File: config.mk
export PLATFORM = sky130hd
export DESIGN_NAME = uart_irq_combiner
export DESIGN_NICKNAME = d
export VERILOG_FILES = /design/src/rtl/uart_irq_pkg.sv /design/src/rtl/uart_irq_thresh.sv /design/src/rtl/uart_irq_ctrl.sv /design/src/rtl/uart_irq_dp.sv /design/src/rtl/uart_irq_combiner.sv
export SDC_FILE = /design/constraint.sdc
export NUM_CORES = 1
export LEC_CHECK = 0
export BUFFER_PORTS_ARGS = -buffer_cell sky130_fd_sc_hd__buf_4
export CAP_MARGIN = 20
export CELL_PAD_IN_SITES_DETAIL_PLACEMENT = 2
export CELL_PAD_IN_SITES_GLOBAL_PLACEMENT = 2
export CORE_MARGIN = 8
export CORE_UTILIZATION = 21
export DETAILED_ROUTE_END_ITERATION = 6
export GPL_ROUTABILITY_DRIVEN = 0
export PLACE_DENSITY_LB_ADDON = 0.12
export SLEW_MARGIN = 20
export SYNTH_ARGS = -nofsm -noshare
export SYNTH_HDL_FRONTEND = slang
export SYNTH_HIERARCHICAL = 1
export SYNTH_SLANG_ARGS = --single-unit
File: constraint.sdc
create_clock -name clk -period 2.7 [get_ports clk]
set_input_delay 0.135 -clock clk [delete_from_list [all_inputs] [get_ports clk]]
set_output_delay 0.135 -clock clk [all_outputs]
set_load 0.05 [all_outputs]
File: src/rtl/uart_irq_pkg.sv
package uart_irq_pkg;
  localparam int SRC_W   = 4;
  localparam int FIELD_W = 3;
  localparam int RX_BIT  = 0;
  localparam int ERR_BIT = 1;
  localparam int TX_BIT  = 2;
  localparam int MDM_BIT = 3;

  typedef struct packed {
    logic [SRC_W-1:0] setBits;
    logic [SRC_W-1:0] clrBits;
    logic             maskLoad;
    logic [SRC_W-1:0] maskData;
  } irqStrobes_t;

  function automatic int trigFactor(input int ch);
    case (ch)
      0:       return 32;
      1, 4:    return 8;
      2, 3:    return 2;
      default: return 0;
    endcase
  endfunction
endpackage

File: src/rtl/uart_irq_thresh.sv
module uart_irq_thresh
  import uart_irq_pkg::*;
#(
  parameter int CHANNEL = 0,
  parameter int CNT_W   = 8
) (
  input  logic               fifoEnable,
  input  logic [FIELD_W-1:0] txTrigField,
  input  logic [FIELD_W-1:0] rxTrigField,
  input  logic               rxTimeoutEn,
  input  logic [1:0]         rxDmaMode,
  input  logic [CNT_W-1:0]   txCount,
  input  logic [CNT_W-1:0]   rxCount,
  input  logic               rxDataReady,
  output logic               txLevel,
  output logic               rxLevel,
  output logic               dmaBusy
);
  localparam int FACTOR = trigFactor(CHANNEL);
  localparam int CMP_W  = CNT_W + FIELD_W + 7;

  logic [CMP_W-1:0] txThr;
  logic [CMP_W-1:0] rxThr;
  logic [CMP_W-1:0] txCntWide;
  logic [CMP_W-1:0] rxCntWide;

  generate
    if (FACTOR == 0) begin : g_noFactor
      assign txThr = '0;
      assign rxThr = '0;
    end else begin : g_factor
      assign txThr = CMP_W'(txTrigField) * CMP_W'(FACTOR);
      assign rxThr = (CMP_W'(rxTrigField) + CMP_W'(1)) * CMP_W'(FACTOR);
    end
  endgenerate

  assign txCntWide = CMP_W'(txCount);
  assign rxCntWide = CMP_W'(rxCount);

  always_comb begin
    txLevel = 1'b0;
    rxLevel = 1'b0;
    if (fifoEnable) begin
      txLevel = (txCntWide <= txThr);
      rxLevel = ((rxCount != '0) && !rxTimeoutEn) || (rxCntWide >= rxThr);
    end else begin
      rxLevel = rxDataReady;
    end
  end

  assign dmaBusy = (rxDmaMode == 2'b10) && (rxCount == '0);
endmodule

File: src/rtl/uart_irq_ctrl.sv
module uart_irq_ctrl
  import uart_irq_pkg::*;
(
  input  logic             txLevel,
  input  logic             rxLevel,
  input  logic             errEvt,
  input  logic             txDoneEvt,
  input  logic             modemEvt,
  input  logic             rxTimeoutEvt,
  input  logic             srcWrEn,
  input  logic             pendWrEn,
  input  logic             maskWrEn,
  input  logic [SRC_W-1:0] wrData,
  output irqStrobes_t      strobes
);
  always_comb begin
    strobes                   = '0;
    strobes.setBits[RX_BIT]   = rxLevel | rxTimeoutEvt;
    strobes.setBits[ERR_BIT]  = errEvt;
    strobes.setBits[TX_BIT]   = txLevel | txDoneEvt;
    strobes.setBits[MDM_BIT]  = modemEvt;
    strobes.clrBits           = (srcWrEn | pendWrEn) ? wrData : '0;
    strobes.maskLoad          = maskWrEn;
    strobes.maskData          = wrData;
  end
endmodule

File: src/rtl/uart_irq_dp.sv
module uart_irq_dp
  import uart_irq_pkg::*;
(
  input  logic             clk,
  input  logic             rstN,
  input  irqStrobes_t      strobes,
  output logic [SRC_W-1:0] source,
  output logic [SRC_W-1:0] pending,
  output logic             irq
);
  logic [SRC_W-1:0] srcQ;
  logic [SRC_W-1:0] maskQ;

  always_ff @(posedge clk) begin
    if (!rstN) begin
      srcQ  <= '0;
      maskQ <= '0;
    end else begin
      srcQ <= (srcQ & ~strobes.clrBits) | strobes.setBits;
      if (strobes.maskLoad) maskQ <= strobes.maskData;
    end
  end

  assign source  = srcQ;
  assign pending = srcQ & ~maskQ;
  assign irq     = |pending;


  src_set_chk: assert property (@(posedge clk) disable iff (!rstN)
    (|strobes.setBits) |=> ((source & $past(strobes.setBits)) == $past(strobes.setBits)));


  src_clear_chk: assert property (@(posedge clk) disable iff (!rstN)
    (|strobes.clrBits) |=> ((source & $past(strobes.clrBits & ~strobes.setBits)) == '0));


  src_hold_chk: assert property (@(posedge clk) disable iff (!rstN)
    ((strobes.setBits == '0) && (strobes.clrBits == '0)) |=> $stable(source));


  mask_hide_chk: assert property (@(posedge clk) disable iff (!rstN)
    strobes.maskLoad |=> ((pending & $past(strobes.maskData)) == '0));
endmodule

File: src/rtl/uart_irq_combiner.sv
module uart_irq_combiner
  import uart_irq_pkg::*;
#(
  parameter int CHANNEL = 0,
  parameter int CNT_W   = 8
) (
  input  logic             clk,
  input  logic             rstN,
  input  logic             fifoEnable,
  input  logic [2:0]       txTrigField,
  input  logic [2:0]       rxTrigField,
  input  logic             rxTimeoutEn,
  input  logic [1:0]       rxDmaMode,
  input  logic [CNT_W-1:0] txCount,
  input  logic [CNT_W-1:0] rxCount,
  input  logic             rxDataReady,
  input  logic             errEvt,
  input  logic             txDoneEvt,
  input  logic             modemEvt,
  input  logic             rxTimeoutEvt,
  input  logic             srcWrEn,
  input  logic             pendWrEn,
  input  logic             maskWrEn,
  input  logic [3:0]       wrData,
  output logic [3:0]       source,
  output logic [3:0]       pending,
  output logic             irq,
  output logic             dmaBusy
);
  logic        txLevel;
  logic        rxLevel;
  irqStrobes_t strobes;

  uart_irq_thresh #(.CHANNEL(CHANNEL), .CNT_W(CNT_W)) thresh_i (
    .fifoEnable (fifoEnable),
    .txTrigField(txTrigField),
    .rxTrigField(rxTrigField),
    .rxTimeoutEn(rxTimeoutEn),
    .rxDmaMode  (rxDmaMode),
    .txCount    (txCount),
    .rxCount    (rxCount),
    .rxDataReady(rxDataReady),
    .txLevel    (txLevel),
    .rxLevel    (rxLevel),
    .dmaBusy    (dmaBusy)
  );

  uart_irq_ctrl ctrl_i (
    .txLevel     (txLevel),
    .rxLevel     (rxLevel),
    .errEvt      (errEvt),
    .txDoneEvt   (txDoneEvt),
    .modemEvt    (modemEvt),
    .rxTimeoutEvt(rxTimeoutEvt),
    .srcWrEn     (srcWrEn),
    .pendWrEn    (pendWrEn),
    .maskWrEn    (maskWrEn),
    .wrData      (wrData),
    .strobes     (strobes)
  );

  uart_irq_dp dp_i (
    .clk    (clk),
    .rstN   (rstN),
    .strobes(strobes),
    .source (source),
    .pending(pending),
    .irq    (irq)
  );
endmodule

==> results of run 1 <==
## power by group
group | switching (mW) | leakage, nW | internal [mW]
registers | 0.00564 | 0.0666 | 0.126
clock network | 0.0441 | 0.0138 | 0.0511
logic | 0.0847 | 0.455 | 0.0836
total | 0.134 | 0.535 | 0.261
## state kept, by name, summed over array words and instances, names as in the netlist
signal and flops:
dp_i/maskQ 4, dp_i/source 4
## worst paths after layout
kind / startpoint / slack [ns] / endpoint
min: errEvt / 0.09 / dp_i/source[1]$_SDFF_PN0_
min reg2reg: dp_i/maskQ[0]$_SDFFE_PN0P_ / 0.53 / dp_i/maskQ[0]$_SDFFE_PN0P_
max: dp_i/source[0]$_SDFF_PN0_ / 1.13 / irq
max reg2reg: dp_i/source[1]$_SDFF_PN0_ / 1.98 / dp_i/source[1]$_SDFF_PN0_
## through the flow
stage	std cells	instance area (um^2)	power [mW]	hold slack, ns	util
4_1_cts	165	1061	0.4055	0.07801	0.3475
6_report	165	1061	0.3954	0.08692	0.3475
3_3_place_gp	162	1039	0.3013	0.3438	0.3402
5_1_grt	165	1061	0.4280	0.06809	0.3475
2_1_floorplan	77	671.9	0.2322	0.2525	-
3_5_place_dp	162	1039	0.3063	0.3491	0.3402
## final cells by class
type                            count  area share
Inverter                            7     0.02476
Clock buffer                        3     0.02123
Timing Repair Buffer               49      0.3467
Sequential cell                     8      0.1509
Multi-Input combinational cell     54      0.4045
Tap cell                           44     0.05189
## critical path, delay by kind of cell (launching register included)
| kind | cells | cell delay, ns |
|---|---|---|
| buffers and inverters | 1 | 0.20 |
| AND/OR/NAND/NOR | 2 | 0.66 |
| flip-flops | 1 | 0.32 |
## synth_stat cells
cell / number / share of area
nor3_1: 1 / 0.0074
and4b_1: 1 / 0.015
o21a_1: 9 / 0.10
o21ai_1: 1 / 0.0074
dfxtp_1: 8 / 0.24
nor2b_4: 1 / 0.020
or2_1: 2 / 0.019
nor2_1: 2 / 0.011
xnor2_1: 1 / 0.013
o21ai_0: 1 / 0.0074
a21o_1: 2 / 0.022
buf_4: 7 / 0.078
or4_4: 2 / 0.034
or4b_2: 1 / 0.015
nor4_1: 1 / 0.0093
nor2b_1: 11 / 0.10
clkbuf_1: 1 / 0.0056
inv_1: 7 / 0.039
nand2_1: 2 / 0.011
nor4b_2: 1 / 0.022
a31oi_1: 1 / 0.0093
ha_1: 7 / 0.13
mux2i_1: 4 / 0.060
nand3_1: 1 / 0.0074
a21oi_1: 2 / 0.015
## metal layers
metal,global-route usage,part of all wire
met1,0.08912,0.37
met2,0.1720,0.56
met3,0.03719,0.071
met4,0.03333,0.0034
met5,0,0
## logic make-up after synthesis
logic type,Yosys count,share of synthesized area
AND/OR/NAND/NOR,26,0.2737
AO/OA/AOI/OAI,16,0.1620
buffers and inverters,15,0.1229
flip-flops,8,0.2384
adder cells (fa/ha/maj),7,0.1303
multiplexers,4,0.05959
XOR/XNOR,1,0.01304
==> flow_summary.yaml, run 1 <==
critical_path:
  critical_path_class: "reg -> out"
  crit_chain: "nor2b_1 -> or4_4 -> buf_4"
  cp-start-kind: "register"
  r2r_cells: 2
  critPathMaxStageDelay_ns: 0.50
  critPathCaptureType: "output port"
  cp.arrival_ns: 1.44
  cp_max_fo: 3
  required_ns: 2.57
  crit_slowest_cell: "or4_4"
clock_tree:
  cts.reportedPaths.clkPinSlew_ns: 0.06
  post-cts-setup-buffers: 0
  cts_buffers: 3
  root_buffer: "clkbuf_4"
  cts_max_level: 1
  ctsHoldBuffers: 0
  clockBufferDepth: 2
  cts-resized-gates: 0
  clk-insertion-delay-late_ns: 0.25
  cts_tree: "built"
  clock-sinks: 8
sta:
  fin_tns_setup_ns: 0
  fin_crit_sh: 0.5830
  min_period_ns: 1.574
  max_freq_mhz: 635.3
  worst_pin_slew_ns: 0.2553
  fin_ws_ns: 1.126
  final_hold_viol_count: 0
  skew_ns: 0
  maxSlewViolCount: 0
  setup_viol: 0
  grt_setup_unrepaired: "false"
  relSlewSlack: 0.8282
layout:
  antenna_cells: 0
  drive_above_1_share: 0.4711
  fill_cells: 364
  layout_commonest_cell: "buf_4"
  layout_common_cells: "49 x buf_4, 11 x nor2b_1, 9 x o21a_1"
  nets: 170
  areaGrowthSynthToFinish_pct: 57.91
  final-seq-area_um2: 160.2
  multi_input_area_um2: 429.2
routing:
  via_per_inst: 4.279
  drtAntennaViolNets: 0
  drc_errors: 0
  drt_pre_antenna_iters: 2
  vias: 706
  drtIter0Drc: 4
  wl_um: 2367
  wl_per_cell_um: 14.35
global_route:
  grt_overflow: 0
  grt_max_degree: 9
  grtUsageTotal: 0.09263
  antenna_found_initial: 0
  grt_pass1_wl_um: 3822
  grt_pass1_vias: 804
floorplanning:
  start_util: 0.2201
  die_x_um: 72.57
  die_area_um2: 5266
  core_um2: 3053
  fp-row-count: 20
  fp.dieH_um: 72.57
  io_pins: 50
yosys:
  syn_avg_cell_area_um2: 8.726
  synth_area_um2: 671.9
  yosysSeqAreaShare: 0.2384
  syn_nets: 124
  yosys_warnings: 6
  ys_types: 25
  synth_cells: 77
  synth-seq-cells: 8
power_and_ir_drop:
  peakVddDrop_mv: 0.1597
  leakagePower_nw: 0.5354
  power_density_nw_per_um2: 372.6
placed_design:
  io_buffers: 49
  dp_slack_ns: 0.8742
  dp_hpwl_um: 2127
outcome:
  status: "completed"
hold_path:
  min_path_cells: 2
  hold_path.class: "in -> reg"
flow_run:
  maxCapViolations: 0
No activity file was read; power rests on OpenSTA's default activity.
==> run 2: changes to the inputs <==
--- a/config.mk
+++ b/config.mk
@@ -5,12 +5,13 @@
 export SDC_FILE = /design/constraint.sdc
 export NUM_CORES = 1
 export LEC_CHECK = 0
+export ABC_AREA = 1
 export BUFFER_PORTS_ARGS = -buffer_cell sky130_fd_sc_hd__buf_4
 export CAP_MARGIN = 20
 export CELL_PAD_IN_SITES_DETAIL_PLACEMENT = 2
 export CELL_PAD_IN_SITES_GLOBAL_PLACEMENT = 2
 export CORE_MARGIN = 8
-export CORE_UTILIZATION = 21
+export CORE_UTILIZATION = 18
 export DETAILED_ROUTE_END_ITERATION = 6
 export GPL_ROUTABILITY_DRIVEN = 0
 export PLACE_DENSITY_LB_ADDON = 0.12
==> constraint.sdc (replaced) <==
create_clock -name clk -period 1.45 [get_ports clk]
set_input_delay 0.0725 -clock clk [delete_from_list [all_inputs] [get_ports clk]]
set_output_delay 0.0725 -clock clk [all_outputs]
set_load 0.05 [all_outputs]
==> run 2 against run 1 <==
  * First-iteration DRC count rose to 8.3 times the previous value
  * Combinational power up 110%
  * Clock power rose to 2.8 times the previous value
  * Critical path type is now in -> reg
  * Largest power group unchanged
==> flow_summary.yaml, run 2 <==
outcome:
  status: "completed"
power_and_ir_drop:
  peakVddDrop_mv: 0.1790
  power_mw: 0.8636
  leakagePower_nw: 0.6883
  power_density_nw_per_um2: 735.0
yosys:
  async_reset_ff_frac: 0
  muxShareOfSynthArea: 0
  post-synth-top-count-cell: "inv_1"
  yosys_warnings: 6
  synth_area_um2: 708.2
  yosysSeqAreaShare: 0.2261
  ys.flop_type: "dfxtp_1"
  synth-simple-area-share: 0.3092
  synth_edf_count: 0
  synthXorXnorAreaFrac: 0.01237
  synth_cells: 119
  yosys-top-cells-count: "31 x inv_1, 27 x nor2_1, 18 x nand2_1, 8 x dfxtp_1"
  synth-seq-cells: 8
  synth_area_leaders: "dfxtp_1 23%, inv_1 16%, nor2_1 14%, ha_1 12%, nand2_1 9.5%"
  synth_largest_area_cell: "dfxtp_1"
  syn_nets: 166
  synthAdderAreaFrac: 0.1237
  syn_avg_cell_area_um2: 5.951
  synth_compound_area_frac: 0.09011
  synth_top_family_by_area: "simple AND/OR/NAND/NOR gates"
  ys_types: 16
  synth_top_area_frac: 0.2261
critical_path:
  reg2reg_slack_ns: 0.78
  cp-start-kind: "primary input"
  r2r_start: "dp_i/source[3]$_SDFF_PN0_"
  cp.arrival_ns: 1.54
  cp_max_fo: 2
  critical_path_class: "in -> reg"
  timing.rr.end: "dp_i/source[3]$_SDFF_PN0_"
  required_ns: 1.57
  cp-startpoint: "rxTrigField[1]"
  critPathCaptureType: "register"
  r2r_cells: 2
layout:
  final_cells: 215
  drive_above_1_share: 0.3697
  antenna_cells: 0
  layout_commonest_cell: "buf_4"
  nets: 214
  layout_common_cells: "48 x buf_4, 31 x inv_1, 26 x nor2_1"
  final_area_um2: 1175
  areaGrowthSynthToFinish_pct: 65.90
sta:
  fin_crit_sh: 0.9795
  maxSlewViolCount: 0
  worst_pin_slew_ns: 0.2374
  final_hold_viol_count: 0
  fin_tns_setup_ns: 0
  max_freq_mhz: 704.1
  relSlewSlack: 0.8416
  setup_viol: 0
  skew_ns: 0
  grt_setup_unrepaired: "true"
  min_period_ns: 1.420
global_route:
  grt_pass1_wl_um: 4540
  grt_max_degree: 6
  grt_pass1_vias: 997
  grt_overflow: 0
  antenna_found_initial: 0
  grtUsageTotal: 0.09170
hold_path:
  hp-start: "errEvt"
  min_path_cells: 3
  min_to: "dp_i/source[1]$_SDFF_PN0_"
  hold_path.class: "in -> reg"
routing:
  wl_per_cell_um: 13.00
  drtAntennaViolNets: 0
  via_per_inst: 4.028
  drc_errors: 0
  wl_um: 2796
  drtIter0Drc: 33
  drt_pre_antenna_iters: 3
  vias: 866
floorplanning:
  start_util: 0.1823
  die_area_um2: 6198
  fp.dieH_um: 78.73
  fp-row-count: 23
  io_pins: 50
  core_um2: 3885
  die_x_um: 78.73
clock_tree:
  root_buffer: "clkbuf_8"
  cts_tree: "built"
  cts.reportedPaths.clkPinSlew_ns: 0.04
  clockBufferDepth: 2
  clk-insertion-delay-late_ns: 0.23
  post-cts-setup-buffers: 0
  cts_max_level: 1
  ctsHoldBuffers: 0
  clock-sinks: 8
  cts_buffers: 3
flow_run:
  maxCapViolations: 0
placed_design:
  dp_cells: 212
  dp_hpwl_um: 2444
  io_buffers: 49
  placedInstanceArea_um2: 1094
[run 2: cell types whose count changed after synthesis, sizes merged, moves of 2 or more]
cell	before	now
a21o	2	0
a21oi	2	7
inv	7	31
mux2i	4	0
nand2	2	18
nor2	2	29
nor2b	12	0
o21a	9	0
o21ai	2	5
or4	2	0
[run 2: worst max-delay path by stage]
stage	endpoint	slack (ns)	depth (start not counted)
final	dp_i/source[0]$_SDFF_PN0_	0.03	13
after global routing	dp_i/source[0]$_SDFF_PN0_	-0.07	13
after CTS	dp_i/source[0]$_SDFF_PN0_	0.0003	13
after detailed placement	dp_i/source[0]$_SDFF_PN0_	-0.29	13
after global placement	dp_i/source[0]$_SDFF_PN0_	-0.18	13
after floorplan	dp_i/source[0]$_SDFF_PN0_	-0.0007	12
[run 2: cell families after synthesis]
kind of cell	Yosys count
AOI/OAI and AO/OA	12
xor gates and xnor gates	1
adders and majority gates	7
buffers and inverters	38
DFF	8
and+or+nand+nor	53
[run 2: cell type report]
cell class | instances | area (um^2)
multi-input combinational | 73 | 407.9
inverter | 31 | 116.4
tap | 50 | 62.56
timing repair buffer | 50 | 386.6
clock buffer | 3 | 41.29
fill | 479 | 2710
sequential | 8 | 160.2
[run 2: critical path, stage by stage]
cell and delay [ns]:
buf_8 0.10, ha_4 0.16, xnor2_2 0.13, ha_1 0.30, nand2_1 0.08, nand2_1 0.07
nor2_2 0.08, nand2_1 0.05, nand2_1 0.06, a21oi_2 0.05, or2_1 0.23, a21oi_2 0.10
nor2_1 0.05
[run 2: what timing repair did]
action	in CTS	in global routing
cloned	0	0
pin swaps	3	10
endpoints found under the hold margin	0	0
endpoints found under the setup margin	1	1
gates resized for setup	4	5
[run 2: power breakdown]
group | switching [mW] | internal [mW]
registers | 0.0110 | 0.237
logic | 0.190 | 0.156
clock network | 0.0890 | 0.180
total | 0.290 | 0.573
[run 2: routing by layer]
layer	vias up	track usage	wire, um
met5	-	0	0
met4	0	0.04444	44
met3	4	0.02032	143
met2	26	0.1790	1594
met1	400	0.08802	1014
li1	436	-	-
[run 2: through the flow]
| step | setup WS [ns] | hold WS, ns | utilization |
|---|---|---|---|
| finish | 0.02978 | 0.05915 | 0.3024 |
| global route | -0.07174 | 0.06623 | 0.3024 |
| CTS | 0.0003354 | 0.06134 | 0.2982 |
| detailed placement | -0.2950 | 0.2883 | 0.2815 |
| global placement | -0.1771 | 0.2806 | 0.2815 |
| floorplan | -0.0007003 | 0.2082 | - |
==> run 3: changes to the inputs <==
--- a/config.mk
+++ b/config.mk
@@ -8,7 +8,7 @@
 export ABC_AREA = 1
 export BUFFER_PORTS_ARGS = -buffer_cell sky130_fd_sc_hd__buf_4
 export CAP_MARGIN = 20
-export CELL_PAD_IN_SITES_DETAIL_PLACEMENT = 2
+export CELL_PAD_IN_SITES_DETAIL_PLACEMENT = 1
 export CELL_PAD_IN_SITES_GLOBAL_PLACEMENT = 2
 export CORE_MARGIN = 8
 export CORE_UTILIZATION = 18
==> run 3 against run 2 <==
  * Largest cell class unchanged
  * First-iteration DRC count decreased by 21%
  * Cell area decreased by 0.53%
  * Clock skew unchanged
  * Global-route usage decreased by 1.2 points
  * Sequential power about the same
  * Via count decreased by 3.8%
  * Critical path depth unchanged
  * Highest routed layer unchanged
  * Utilization decreased by 0.16 points
  * Register-to-register slack improved by 0.04 ns
  * Cell count unchanged
  * Largest power group unchanged
==> flow_summary.yaml, run 3 (same netlist as run 2, synthesis figures left out) <==
routing:
  drtIter0Drc: 26
  vias: 833
  top_layer_used: "met4"
  wl_met1_um: 966
  wl_per_cell_um: 11.05
  wl_um: 2375
  via_per_inst: 3.874
  drt_pre_antenna_iters: 3
  wl_met3_um: 109
  route.met2.wl_um: 1275
  drc_errors: 0
  drtAntennaViolNets: 0
critical_path:
  r2r_cells: 2
  critical-path-top-cell-by-count: "nor2_1"
  critPathCaptureType: "register"
  critical_path_class: "in -> reg"
  cp-start-kind: "primary input"
  cp.arrival_ns: 1.50
  critPathMaxStageDelay_ns: 0.32
  required_ns: 1.56
  crit_slowest_cell: "ha_1"
  cp_max_fo: 2
  crit_chain: "buf_8 -> ha_4 -> xnor2_2 -> ha_1 -> nand2_2 -> nor2_1 -> nor2_1 -> nand2_1 -> nand2_1 -> a21oi_2 -> or2_1 -> a21oi_1 -> nor2_1"
floorplanning:
  fp-row-count: 23
  die_area_um2: 6198
  start_util: 0.1823
  fp.dieH_um: 78.73
  io_pins: 50
  core_um2: 3885
  die_x_um: 78.73
sta:
  final_hold_viol_count: 0
  fin_crit_sh: 0.9622
  maxSlewViolCount: 0
  setup_viol: 0
  max_freq_mhz: 716.8
  min_period_ns: 1.395
  relSlewSlack: 0.8543
  worst_pin_slew_ns: 0.2183
  fin_tns_setup_ns: 0
  grt_setup_unrepaired: "true"
  skew_ns: 0
clock_tree:
  root_buffer: "clkbuf_8"
  cts_max_level: 1
  clockBufferDepth: 2
  cts_tree: "built"
  cts.reportedPaths.clkPinSlew_ns: 0.04
  ctsHoldBuffers: 0
  clock-sinks: 8
  cts_buffers: 3
  clk-insertion-delay-late_ns: 0.22
global_route:
  grt_overflow: 0
  grtUsageTotal: 0.07988
  grt_pass1_vias: 941
  grt_max_degree: 6
  grt_pass1_wl_um: 4105
  antenna_found_initial: 0
layout:
  areaGrowthSynthToFinish_pct: 65.02
  layout_commonest_cell: "buf_4"
  antenna_cells: 0
  fill_cells: 513
  drive_above_1_share: 0.3576
  final_area_um2: 1169
  nets: 214
  layout_common_cells: "48 x buf_4, 31 x inv_1, 27 x nor2_1"
power_and_ir_drop:
  peakVddDrop_mv: 0.3144
  power_density_nw_per_um2: 721.4
  leakagePower_nw: 0.6881
  power_mw: 0.8430
hold_path:
  min_path_cells: 3
  hold_path.class: "in -> reg"
flow_run:
  maxCapViolations: 0
placed_design:
  io_buffers: 49
  placedInstanceArea_um2: 1094
  dp_hpwl_um: 2212
outcome:
  status: "completed"
## run 3: cell count changes in the layout (fill, tap and decap cells not counted)
cell and delta:
a21oi_1 +1, a21oi_2 -1, nor2_1 +1, nor2_2 -1
## run 3: area by class of cell
type / instances / area (um^2) / area share
Sequential cell: 8 / 160.2 / 0.1370
Inverter: 31 / 116.4 / 0.09957
Clock buffer: 3 / 41.29 / 0.03533
Multi-Input combinational cell: 73 / 401.6 / 0.3437
Tap cell: 50 / 62.56 / 0.05353
Timing Repair Buffer: 50 / 386.6 / 0.3308
## run 3: path summary, 6_finish.rpt
kind | startpoint | to | slack, ns
hold / removal | errEvt | dp_i/source[1]$_SDFF_PN0_ | 0.06
setup reg to reg | dp_i/maskQ[1]$_SDFFE_PN0P_ | dp_i/maskQ[1]$_SDFFE_PN0P_ | 0.82
setup / recovery | rxTrigField[0] | dp_i/source[0]$_SDFF_PN0_ | 0.05
hold reg to reg | dp_i/maskQ[2]$_SDFFE_PN0P_ | dp_i/maskQ[2]$_SDFFE_PN0P_ | 0.51
## run 3: critical path: cells and delay by family
family / cells / cell delay, ns
AOI/OAI and AO/OA: 2 / 0.16
xor gates and xnor gates: 1 / 0.12
adders and majority gates: 2 / 0.47
buffers and inverters: 1 / 0.10
and+or+nand+nor: 7 / 0.58
## run 3: timing repair
| action | 4_1_cts | 5_1_grt |
|---|---|---|
| endpoints found under the setup margin | 0 | 1 |
| buffers inserted | 0 | 0 |
| gates resized for setup | 0 | 7 |
## run 3: power by group
part / switching [mW] / internal (mW) / total [mW]
combinational: 0.182 / 0.153 / 0.335
clock: 0.0810 / 0.179 / 0.260
sequential: 0.0101 / 0.237 / 0.247
## run 3: metrics by stage
step | setup WS, ns | cells | utilization | hold slack [ns]
final | 0.05482 | 215 | 0.3008 | 0.05688
after global routing | -0.08807 | 215 | 0.3008 | 0.06029
after CTS | 0.009895 | 215 | 0.2921 | 0.05690
after detailed placement | -0.2208 | 212 | 0.2815 | 0.2905
after global placement | -0.1771 | 212 | 0.2815 | 0.2806
after floorplan | -0.0007003 | 119 | - | 0.2082
## run 3: layer usage
layer | vias to the layer above | GRT usage
li1 | 435 | -
met3 | 2 | 0.01580
met5 | - | 0
met4 | 0 | 0.02778
met1 | 372 | 0.09037
met2 | 24 | 0.1450
